**config.mk**
```make
export PLATFORM = sky130hd
export DESIGN_NAME = inclk_monitor
export DESIGN_NICKNAME = d
export VERILOG_FILES = /design/src/rtl/inclk_mon_pkg.sv /design/src/rtl/inclk_edge_sync.sv /design/src/rtl/inclk_los_qual.sv /design/src/rtl/inclk_ofs_meter.sv /design/src/rtl/inclk_monitor.sv
export SDC_FILE = /design/constraint.sdc
export NUM_CORES = 1
export LEC_CHECK = 0
export ABC_AREA = 1
export BUFFER_PORTS_ARGS = -buffer_cell sky130_fd_sc_hd__buf_2
export CORE_ASPECT_RATIO = 0.6
export CORE_MARGIN = 2
export CORE_UTILIZATION = 30
export CTS_CLUSTER_SIZE = 12
export DETAILED_ROUTE_END_ITERATION = 8
export HOLD_SLACK_MARGIN = 0.1
export PLACE_DENSITY_LB_ADDON = 0.25
export SETUP_SLACK_MARGIN = 0.5
export SLEW_MARGIN = 20
export SYNTH_ARGS = -nofsm -noshare
export SYNTH_HDL_FRONTEND = slang
export SYNTH_HIERARCHICAL = 1
export SYNTH_SLANG_ARGS = --single-unit
```
**constraint.sdc**
```tcl
create_clock -name clk -period 12.33 [get_ports clk]
set_input_delay 0.6165 -clock clk [delete_from_list [all_inputs] [get_ports clk]]
set_output_delay 0.6165 -clock clk [all_outputs]
set_load 0.01 [all_outputs]
```
**src/rtl/inclk_mon_pkg.sv**
```systemverilog
package inclk_mon_pkg;

  typedef enum logic [1:0] {
    OFS_OFF   = 2'b00,
    OFS_TIGHT = 2'b01,
    OFS_LOOSE = 2'b10,
    OFS_RSVD  = 2'b11
  } ofs_mode_e;

  localparam int PPM_TIGHT = 12;
  localparam int PPM_LOOSE = 48;

  // Threshold in edge counts for a given ppm over a gate of gate edges.
  function automatic int ppm_to_cnt(input int ppm, input int gate, input int scale);
    longint prod;
    prod = longint'(ppm) * longint'(gate);
    return int'(prod / longint'(scale));
  endfunction

endpackage

```
**src/rtl/inclk_edge_sync.sv**
```systemverilog
module inclk_edge_sync #(
  parameter int SYNC_STAGES = 2
) (
  input  logic clk,
  input  logic rst_n,
  input  logic raw,
  output logic rise
);
  logic [SYNC_STAGES:0] shreg;

  always_ff @(posedge clk) begin
    if (!rst_n) shreg <= '0;
    else        shreg <= {shreg[SYNC_STAGES-1:0], raw};
  end

  // One pulse per rising edge, taken after the synchronizer stages.
  assign rise = shreg[SYNC_STAGES-1] & ~shreg[SYNC_STAGES];
endmodule

```
**src/rtl/inclk_los_qual.sv**
```systemverilog
module inclk_los_qual #(
  parameter int LIMIT      = 36,
  parameter int QUAL_EDGES = 16
) (
  input  logic clk,
  input  logic rst_n,
  input  logic rise,
  output logic los
);
  localparam int GW = $clog2(LIMIT + 1);
  localparam int QW = $clog2(QUAL_EDGES + 1);

  logic [GW-1:0] gap;
  logic [QW-1:0] qual;
  logic          timeout;
  logic          qual_done;

  assign timeout   = (gap == GW'(LIMIT - 1)) && !rise;
  assign qual_done = rise && (qual == QW'(QUAL_EDGES - 1));

  // Local cycles since the last edge, saturating at the limit.
  always_ff @(posedge clk) begin
    if (!rst_n)                 gap <= '0;
    else if (rise)              gap <= '0;
    else if (gap != GW'(LIMIT)) gap <= gap + 1'b1;
  end

  // Consecutive-edge run, counted only while flagged.
  always_ff @(posedge clk) begin
    if (!rst_n)              qual <= '0;
    else if (!los)           qual <= '0;
    else if (timeout)        qual <= '0;
    else if (qual_done)      qual <= '0;
    else if (rise)           qual <= qual + 1'b1;
  end

  // The flag starts set: an input is invalid until it has been qualified.
  always_ff @(posedge clk) begin
    if (!rst_n)                 los <= 1'b1;
    else if (timeout)           los <= 1'b1;
    else if (los && qual_done)  los <= 1'b0;
  end
endmodule

```
**src/rtl/inclk_ofs_meter.sv**
```systemverilog
module inclk_ofs_meter
  import inclk_mon_pkg::*;
#(
  parameter int N_IN       = 4,
  parameter int REF_IDX    = 1,
  parameter int GATE_EDGES = 100000,
  parameter int TH_TIGHT   = 1,
  parameter int TH_LOOSE   = 4
) (
  input  logic            clk,
  input  logic            rst_n,
  input  logic [N_IN-1:0] rise,
  input  ofs_mode_e       mode,
  output logic [N_IN-1:0] ofs_flag
);
  localparam int GW = $clog2(GATE_EDGES + 1);
  localparam int CW = $clog2(4 * GATE_EDGES + 2);

  logic [GW-1:0] gate_cnt;
  logic          gate_end;
  logic [CW-1:0] th_sel;

  assign gate_end = rise[REF_IDX] && (gate_cnt == GW'(GATE_EDGES - 1));
  assign th_sel   = (mode == OFS_LOOSE) ? CW'(TH_LOOSE) : CW'(TH_TIGHT);

  always_ff @(posedge clk) begin
    if (!rst_n)             gate_cnt <= '0;
    else if (gate_end)      gate_cnt <= '0;
    else if (rise[REF_IDX]) gate_cnt <= gate_cnt + 1'b1;
  end

  for (genvar g = 0; g < N_IN; g++) begin : g_ch
    if (g == REF_IDX) begin : g_ref
      assign ofs_flag[g] = 1'b0;
    end else begin : g_mon
      logic [CW-1:0] cnt;
      logic [CW-1:0] total;
      logic [CW-1:0] dev;
      logic          flag_q;

      assign total = cnt + CW'(rise[g]);
      assign dev   = (total >= CW'(GATE_EDGES)) ? (total - CW'(GATE_EDGES))
                                                : (CW'(GATE_EDGES) - total);

      always_ff @(posedge clk) begin
        if (!rst_n) begin
          cnt    <= '0;
          flag_q <= 1'b0;
        end else if (gate_end) begin
          cnt    <= '0;
          flag_q <= (dev > th_sel);
        end else if (rise[g] && (cnt != '1)) begin
          cnt <= cnt + 1'b1;
        end
      end

      assign ofs_flag[g] = flag_q;
    end
  end
endmodule

```
**src/rtl/inclk_monitor.sv**
```systemverilog
module inclk_monitor
  import inclk_mon_pkg::*;
#(
  parameter int N_IN        = 4,
  parameter int REF_IDX     = 1,
  parameter int PERIOD_REF  = 8,
  parameter int N3_DIV      = 1,
  parameter int QUAL_EDGES  = 16,
  parameter int GATE_EDGES  = 100000,
  parameter int FULL_SCALE  = 1000000,
  parameter int SYNC_STAGES = 2
) (
  input  logic            clk,
  input  logic            rst_n,
  input  logic [N_IN-1:0] clk_in,
  input  logic [1:0]      ofs_mode,
  output logic [N_IN-1:0] invalid
);
  localparam int LOS_LIMIT = (9 * N3_DIV * PERIOD_REF) / 2;
  localparam int TH_TIGHT  = ppm_to_cnt(PPM_TIGHT, GATE_EDGES, FULL_SCALE);
  localparam int TH_LOOSE  = ppm_to_cnt(PPM_LOOSE, GATE_EDGES, FULL_SCALE);

  logic [N_IN-1:0] rise_v;
  logic [N_IN-1:0] los_v;
  logic [N_IN-1:0] ofs_v;
  ofs_mode_e       mode;
  logic            ofs_en;

  assign mode   = ofs_mode_e'(ofs_mode);
  assign ofs_en = (mode == OFS_TIGHT) || (mode == OFS_LOOSE);

  for (genvar g = 0; g < N_IN; g++) begin : g_in
    inclk_edge_sync #(.SYNC_STAGES(SYNC_STAGES)) sync_i (
      .clk  (clk),
      .rst_n(rst_n),
      .raw  (clk_in[g]),
      .rise (rise_v[g])
    );
    inclk_los_qual #(.LIMIT(LOS_LIMIT), .QUAL_EDGES(QUAL_EDGES)) los_i (
      .clk  (clk),
      .rst_n(rst_n),
      .rise (rise_v[g]),
      .los  (los_v[g])
    );
  end

  inclk_ofs_meter #(
    .N_IN      (N_IN),
    .REF_IDX   (REF_IDX),
    .GATE_EDGES(GATE_EDGES),
    .TH_TIGHT  (TH_TIGHT),
    .TH_LOOSE  (TH_LOOSE)
  ) ofs_i (
    .clk     (clk),
    .rst_n   (rst_n),
    .rise    (rise_v),
    .mode    (mode),
    .ofs_flag(ofs_v)
  );

  always_ff @(posedge clk) begin
    if (!rst_n) invalid <= '1;
    else        invalid <= los_v | (ofs_v & {N_IN{ofs_en}});
  end
endmodule

```
==> metrics.csv, run 1 <==
metric;value;unit
fillers;4131;
die_x;255;um
grt_pass1_wl;52000;um
p_leak;5.40;nW
post-route-util;33.3;%
ys_top_cells_by_area;dfxtp_1 25%, nand2_1 18%, inv_1 8.2%;
drv_cap;0;
dieHeight;155;um
required;12.66;ns
place_area;0.0119;sq mm
synth_area_leader_cell;dfxtp_1;
fin_nets;1935;
path_clk_slew;0.06;ns
synthCells;1868;
htreeDepth;4;
syn-num-nets;1920;
rsz0062_at_grt;false;
max_slew_margin;60.4;%
tightest_slew;0.592;ns
synth_edf_count;0;
cpPeakStageDelay;0.35;ns
drt_first_pass_iters;6;
hp-class;primary input to flip-flop;
grt_pass1_vias;10075;
via_count;11485;
cp_slowest_cell;nor2_2;
setup_violations;0;
dieArea;0.0394;sq mm
cts_hold_buf;0;
synth_adder_area_share;4.86;%
drc;0;
antenna_left;0;
rows;55;
post_cts_buffers;0;
cp-start-kind;flip-flop;
hold_viol;0;
cts.path.max_buffers;2;
overflow;0;
viasPerCell;4.77;
min_period_over_period;38.4;%
cts_root_buffer;clkbuf_16;
tritoncts;yes;
start_util;30.3;%
fin_hold_ws;0.361;ns
antenna_found_initial;0;
synth_top_family_by_area;simple AND/OR/NAND/NOR gates;
track_usage;16.4;%
ir_worst_vdd;94.9;uV
ys_warn_count;6;
layout_setup_ws;7.60;ns
yosysMostFrequentCell;nand2_1;
cellPowerDensity;84.0;mW/mm^2
post-route-min-period;4.73;ns
critPathArrivalTime;5.07;ns
tns;0;ns
synth-xor-area-share;5.09;%
cts_resized;0;
wire_per_inst;13.1;um
globalplace.congestion;0.910;
drt_iter0_markers;1007;
maxSlewViolCount;0;
fin_area;0.0125;sq mm
cts_made_buffers;17;
routed_wirelength;31500;um
io_pins;12;
yosys-mux-area-fraction;0.441;%
path_class;flip-flop to flip-flop;
seq_area_frac_synth;24.9;%
synth-seq-cells;141;
path_max_fanout;12;
clk_latency;0.44;ns
synth_area;0.0113;sq mm
synth_flop_cell;dfxtp_1;
drive_above_1_share;9.13;%
syn_avg_cell_area;6.07;sq um
synth_cell_type_count;51;
fin_skew;0.00980;ns
synthSimpleGateAreaFrac;45.9;%
synthTopCellsByCount;556 x nand2_1, 247 x inv_1, 226 x nor2_1;
grt_max_degree;46;
synth_top_area_share;24.9;%
core-area;0.0374;sq mm
synth_compound_area_share;8.92;%
async_flop_share;0;%
pre_cts_ws;7.63;ns
status;complete, no violations;
clkSinkCount;141;
cp-end-kind;flip-flop;
dp_hpwl;24900;um
fmax;0.211;GHz
n_antenna_cell;0;
syn_to_final_growth;10.1;%
numPortBuffers;11;
-- worst max-delay path, delay by kind of cell, from the launching register on --
family / cells / cell delay (ns)
AO/OA/AOI/OAI: 2 / 0.31
XOR/XNOR: 1 / 0.13
adder cells (fa/ha/maj): 4 / 1.11
buffers and inverters: 6 / 0.46
flip-flops: 1 / 0.33
AND/OR/NAND/NOR: 17 / 2.29
-- cell families after synthesis --
| family | after synthesis |
|---|---|
| simple gates | 1147 |
| xor+xnor | 62 |
| mux | 5 |
| compound gates | 192 |
| flops | 141 |
| fa+ha+maj | 44 |
| buf+inv | 276 |
| other cells | 1 |
-- path summary, 6_finish.rpt --
kind / from / end / slack (ns) / cells after the start
max: g_in[0].sync_i/shreg[1] / ofs_i/g_ch[0].g_mon.flag_q / 7.60 / 30
min: clk_in[1] / g_in[1].sync_i/shreg[0] / 0.36 / 3
max reg2reg: g_in[0].sync_i/shreg[1] / ofs_i/g_ch[0].g_mon.flag_q / 7.60 / 30
min reg2reg: g_in[3].sync_i/shreg[0] / g_in[3].sync_i/shreg[1] / 0.41 / 2
-- where the power goes --
group	total, mW	internal (mW)	switching [mW]	leakage, nW
sequential	0.469	0.463	0.00677	1.14
combinational	0.0746	0.0273	0.0472	3.99
clock	0.504	0.288	0.216	0.268
-- layout make-up --
| type | instances | area (sq um) | share of cell area (%) |
|---|---|---|---|
| multi-input cells | 1451 | 7400 | 59.3 |
| flip-flops and latches | 141 | 2820 | 22.6 |
| inverters | 258 | 972 | 7.79 |
| well taps | 513 | 642 | 5.14 |
| clock buffers | 19 | 453 | 3.63 |
| clock inverters | 12 | 114 | 0.912 |
| repair buffers | 14 | 77.6 | 0.621 |
-- layout by cell type (no fill, tap or decap), drive strengths merged, types with 3 or more instances in the layout --
cell type	synthesis	routed
xnor2	15	15
dfxtp	141	141
mux2i	5	5
nor3b	3	3
o21ai	92	92
nand3b	4	4
inv	257	259
o21a	3	3
a31oi	4	4
nand3	181	181
nor4	6	6
nor3	34	34
nand2	604	604
or2	3	3
xor2	47	47
clkinv	1	6
a21oi	82	82
nand4	40	40
nor2	269	269
clkbuf	11	19
ha	44	44
buf	7	14
clkinvlp	0	4
-- sequential cells by signal, indices dropped and copies added (netlist names) --
register / cells
ofs_i/g_ch.g_mon.flag_q: 3
invalid: 4
g_in.sync_i/shreg: 12
ofs_i/gate_cnt: 17
g_in.los_i/gap: 24
g_in.los_i/los: 4
g_in.los_i/qual: 20
ofs_i/g_ch.g_mon.cnt: 57
-- through the flow --
step | power [mW] | std cells
global placement | 0.553 | 2377
detailed placement | 0.554 | 2377
global route | 1.10 | 2408
floorplan | 0.535 | 1868
CTS | 1.06 | 2408
finish | 1.05 | 2408
-- metal layers --
layer	share of wire, %	up-vias	track usage, %
met1	55	5114	26.6
met2	35	351	21.1
li1	-	6000	-
met5	0	-	0
met3	8.6	20	4.11
met4	0.75	0	2.95
Power figures use the tool's default switching activity.
==> inputs of run 2 (changes only) <==
==> constraint.sdc (replaced) <==
create_clock -name clk -period 4.68 [get_ports clk]
set_input_delay 0.234 -clock clk [delete_from_list [all_inputs] [get_ports clk]]
set_output_delay 0.234 -clock clk [all_outputs]
set_load 0.01 [all_outputs]
==> run 2 against run 1 <==
Against the previous run:
- sequential power grew to 2.6 times the previous value
- die area unchanged
- combinational power rose to 2.7 times the previous value
- first-iteration DRC count down 0.50%
- register-to-register slack worse by 6.7 ns
- hold slack worse by 0.19 ns
- clock power grew to 2.6 times the previous value
- power grew to 2.6 times the previous value
- cell area up 2.7%
- critical path depth is 3 lower
- largest cell class unchanged
- largest power group unchanged
==> metrics.csv, run 2 (synthesized netlist as in run 1, its figures left out) <==
metric;value;unit;change
hp-class;primary input to flip-flop;;
reg2reg_from;g_in[3].sync_i/shreg[1];;
ff2ff_setup_slack;0.89;ns;-6.71 ns
htreeDepth;4;;unchanged
fin_skew;0.0170;ns;+0.00719 ns
rsz0062_at_grt;false;;
drv_cap;0;;unchanged
final_cell_mix;550 x nand2_1, 245 x inv_1, 220 x nor2_1;;
path_max_fanout;7;;-5
min_period_over_period;81.0;%;+43 points
cp_slowest_cell;dfxtp_1;;
rr_worst_depth;27;;-10%
final_common_cell;nand2_1;;
hold_viol;0;;unchanged
maxSlewViolCount;0;;unchanged
syn_to_final_growth;13.1;%;
p_leak;5.53;nW;+2.3%
tns;0;ns;unchanged
tightest_slew;0.665;ns;+0.0726 ns
cts_root_buffer;clkbuf_16;;
die_x;255;um;unchanged
status;complete, no violations;;
critPathArrivalTime;4.13;ns;-0.94 ns
tritoncts;yes;;
reg_top3;ofs_i/g_ch.g_mon.cnt: 57 flops, g_in.los_i/gap: 24 flops, g_in.los_i/qual: 20 flops;;
cts.path.max_buffers;2;;unchanged
drive_above_1_share;11.1;%;+2.0 points
start_util;30.3;%;unchanged
cts_made_buffers;17;;unchanged
fin_area;0.0128;sq mm;+2.7%
drt_first_pass_iters;6;;unchanged
place_area;0.0119;sq mm;+0.25%
rows;55;;unchanged
hold_start;ofs_mode[1];;
post-route-min-period;3.79;ns;-0.939 ns
required;5.02;ns;-7.64 ns
path_class;flip-flop to flip-flop;;
crit_top_cell;inv_1;;
fmax;0.264;GHz;+25%
critPathBufInv;4;;-2
seqCellArea;0.00282;sq mm;unchanged
hold_path_depth;5;;+2
cellPowerDensity;215;mW/mm^2;+160%
numPortBuffers;11;;unchanged
grt_pass1_vias;10287;;+2.1%
cp_top_family;simple AND/OR/NAND/NOR gates;;
fillers;4141;;+0.24%
drt_iter0_markers;1002;;-0.50%
finalPower;2.76;mW;+160%
largest_reg_flops;57;;unchanged
core-area;0.0374;sq mm;unchanged
largest-register;ofs_i/g_ch.g_mon.cnt;;
globalplace.congestion;0.936;;+2.9%
path_clk_slew;0.06;ns;about the same
wire_per_inst;13.1;um;+0.36%
routed_wirelength;31900;um;+1.4%
max_slew_margin;55.6;%;-4.8 points
cpPeakStageDelay;0.33;ns;-0.02 ns
n_antenna_cell;0;;unchanged
io_pins;12;;unchanged
dieArea;0.0394;sq mm;unchanged
cp-end-kind;flip-flop;;
viasPerCell;4.74;;-0.70%
via_count;11518;;+0.29%
hold_end;invalid[0];;
antenna_found_initial;0;;unchanged
grt_pass1_wl;52600;um;+1.2%
overflow;0;;unchanged
fin_nets;1958;;+1.2%
drc;0;;unchanged
track_usage;16.6;%;+0.19 points
worst_r2r_endpoint;ofs_i/g_ch[3].g_mon.flag_q;;
fin_hold_ws;0.167;ns;-0.194 ns
cp-start-kind;flip-flop;;
grt_max_degree;45;;-2.2%
clkSinkCount;141;;unchanged
dieHeight;155;um;unchanged
clk_latency;0.45;ns;about the same
dp_hpwl;25100;um;+0.86%
antenna_left;0;;unchanged
setup_violations;0;;unchanged
multi_input_area;0.00756;sq mm;+2.1%
ir_worst_vdd;240;uV;+150%
run 2: cell types whose count changed in the layout (fill, tap and decap cells not counted), sizes merged:
cell         change
clkinvlp         -1
clkbuf           +1
buf             +19
dlygate4sd3      +4
clkinv           +1
run 2: cell type report:
| cell class | count | area share, % |
|---|---|---|
| Tap cell | 513 | 5.01 |
| Inverter | 258 | 7.58 |
| Timing Repair Buffer | 37 | 2.03 |
| Multi-Input combinational cell | 1451 | 58.9 |
| Clock buffer | 20 | 3.56 |
| Sequential cell | 141 | 22.0 |
| Clock inverter | 12 | 0.869 |
run 2: repair_timing:
| action | 4_1_cts | 5_1_grt |
|---|---|---|
| buffers inserted | 0 | 15 |
| endpoints found under the setup margin | 2 | 3 |
| hold buffers | 4 | 0 |
| resized for setup | 4 | 30 |
| hold endpoints to repair | 4 | 0 |
| pin swaps | 0 | 6 |
run 2: worst max path at each step:
stage | start | endpoint | slack [ns] | cells past startpoint
floorplan | g_in[2].sync_i/shreg[1] | ofs_i/g_ch[2].g_mon.flag_q | 0.81 | 30
global placement | g_in[0].sync_i/shreg[1] | ofs_i/g_ch[0].g_mon.flag_q | 0.53 | 30
detailed placement | g_in[0].sync_i/shreg[1] | ofs_i/g_ch[0].g_mon.flag_q | 0.35 | 30
CTS | g_in[0].sync_i/shreg[1] | ofs_i/g_ch[0].g_mon.flag_q | 0.50 | 30
global route | g_in[2].sync_i/shreg[1] | ofs_i/g_ch[2].g_mon.flag_q | 0.48 | 30
finish | g_in[3].sync_i/shreg[1] | ofs_i/g_ch[3].g_mon.flag_q | 0.89 | 27
run 2: power by group:
part | total [mW] | switching [mW] | internal (mW)
logic | 0.203 | 0.124 | 0.0785
clock network | 1.32 | 0.562 | 0.760
registers | 1.24 | 0.0180 | 1.22
run 2: metrics by stage:
| stage | std cells | worst slack (ns) | utilization [%] |
|---|---|---|---|
| final | 2432 | 0.888 | 34.2 |
| after global routing | 2432 | 0.480 | 34.2 |
| after CTS | 2417 | 0.502 | 33.6 |
| after detailed placement | 2381 | 0.353 | 31.9 |
| after global placement | 2381 | 0.525 | 31.9 |
| after floorplan | 1868 | 0.807 | - |
run 2: worst register-to-register path, cell delays in order, from the launching register on:
cell	delay, ns
dfxtp_1	0.33
inv_1	0.05
nor2_2	0.15
ha_4	0.20
inv_1	0.08
nor2_4	0.18
nand2_2	0.13
xor2_4	0.20
inv_1	0.12
ha_1	0.16
nand3b_1	0.13
nand2_1	0.10
nand2_2	0.12
nand3_2	0.14
nand2_4	0.13
nand3_4	0.09
nor2_2	0.10
xor2_1	0.14
inv_1	0.05
ha_1	0.33
nand2_1	0.07
nand4_1	0.09
o21ai_1	0.14
nand2_1	0.06
nor2_1	0.11
nand3_1	0.10
nor2_1	0.11
nor2_1	0.04
run 2: layer usage:
layer	wire length, um	GRT usage, %	vias up
met2	11700	21.8	303
met1	17700	26.5	5161
met4	263	3.62	0
met3	2290	3.84	19
met5	0	0	-
li1	-	-	6035
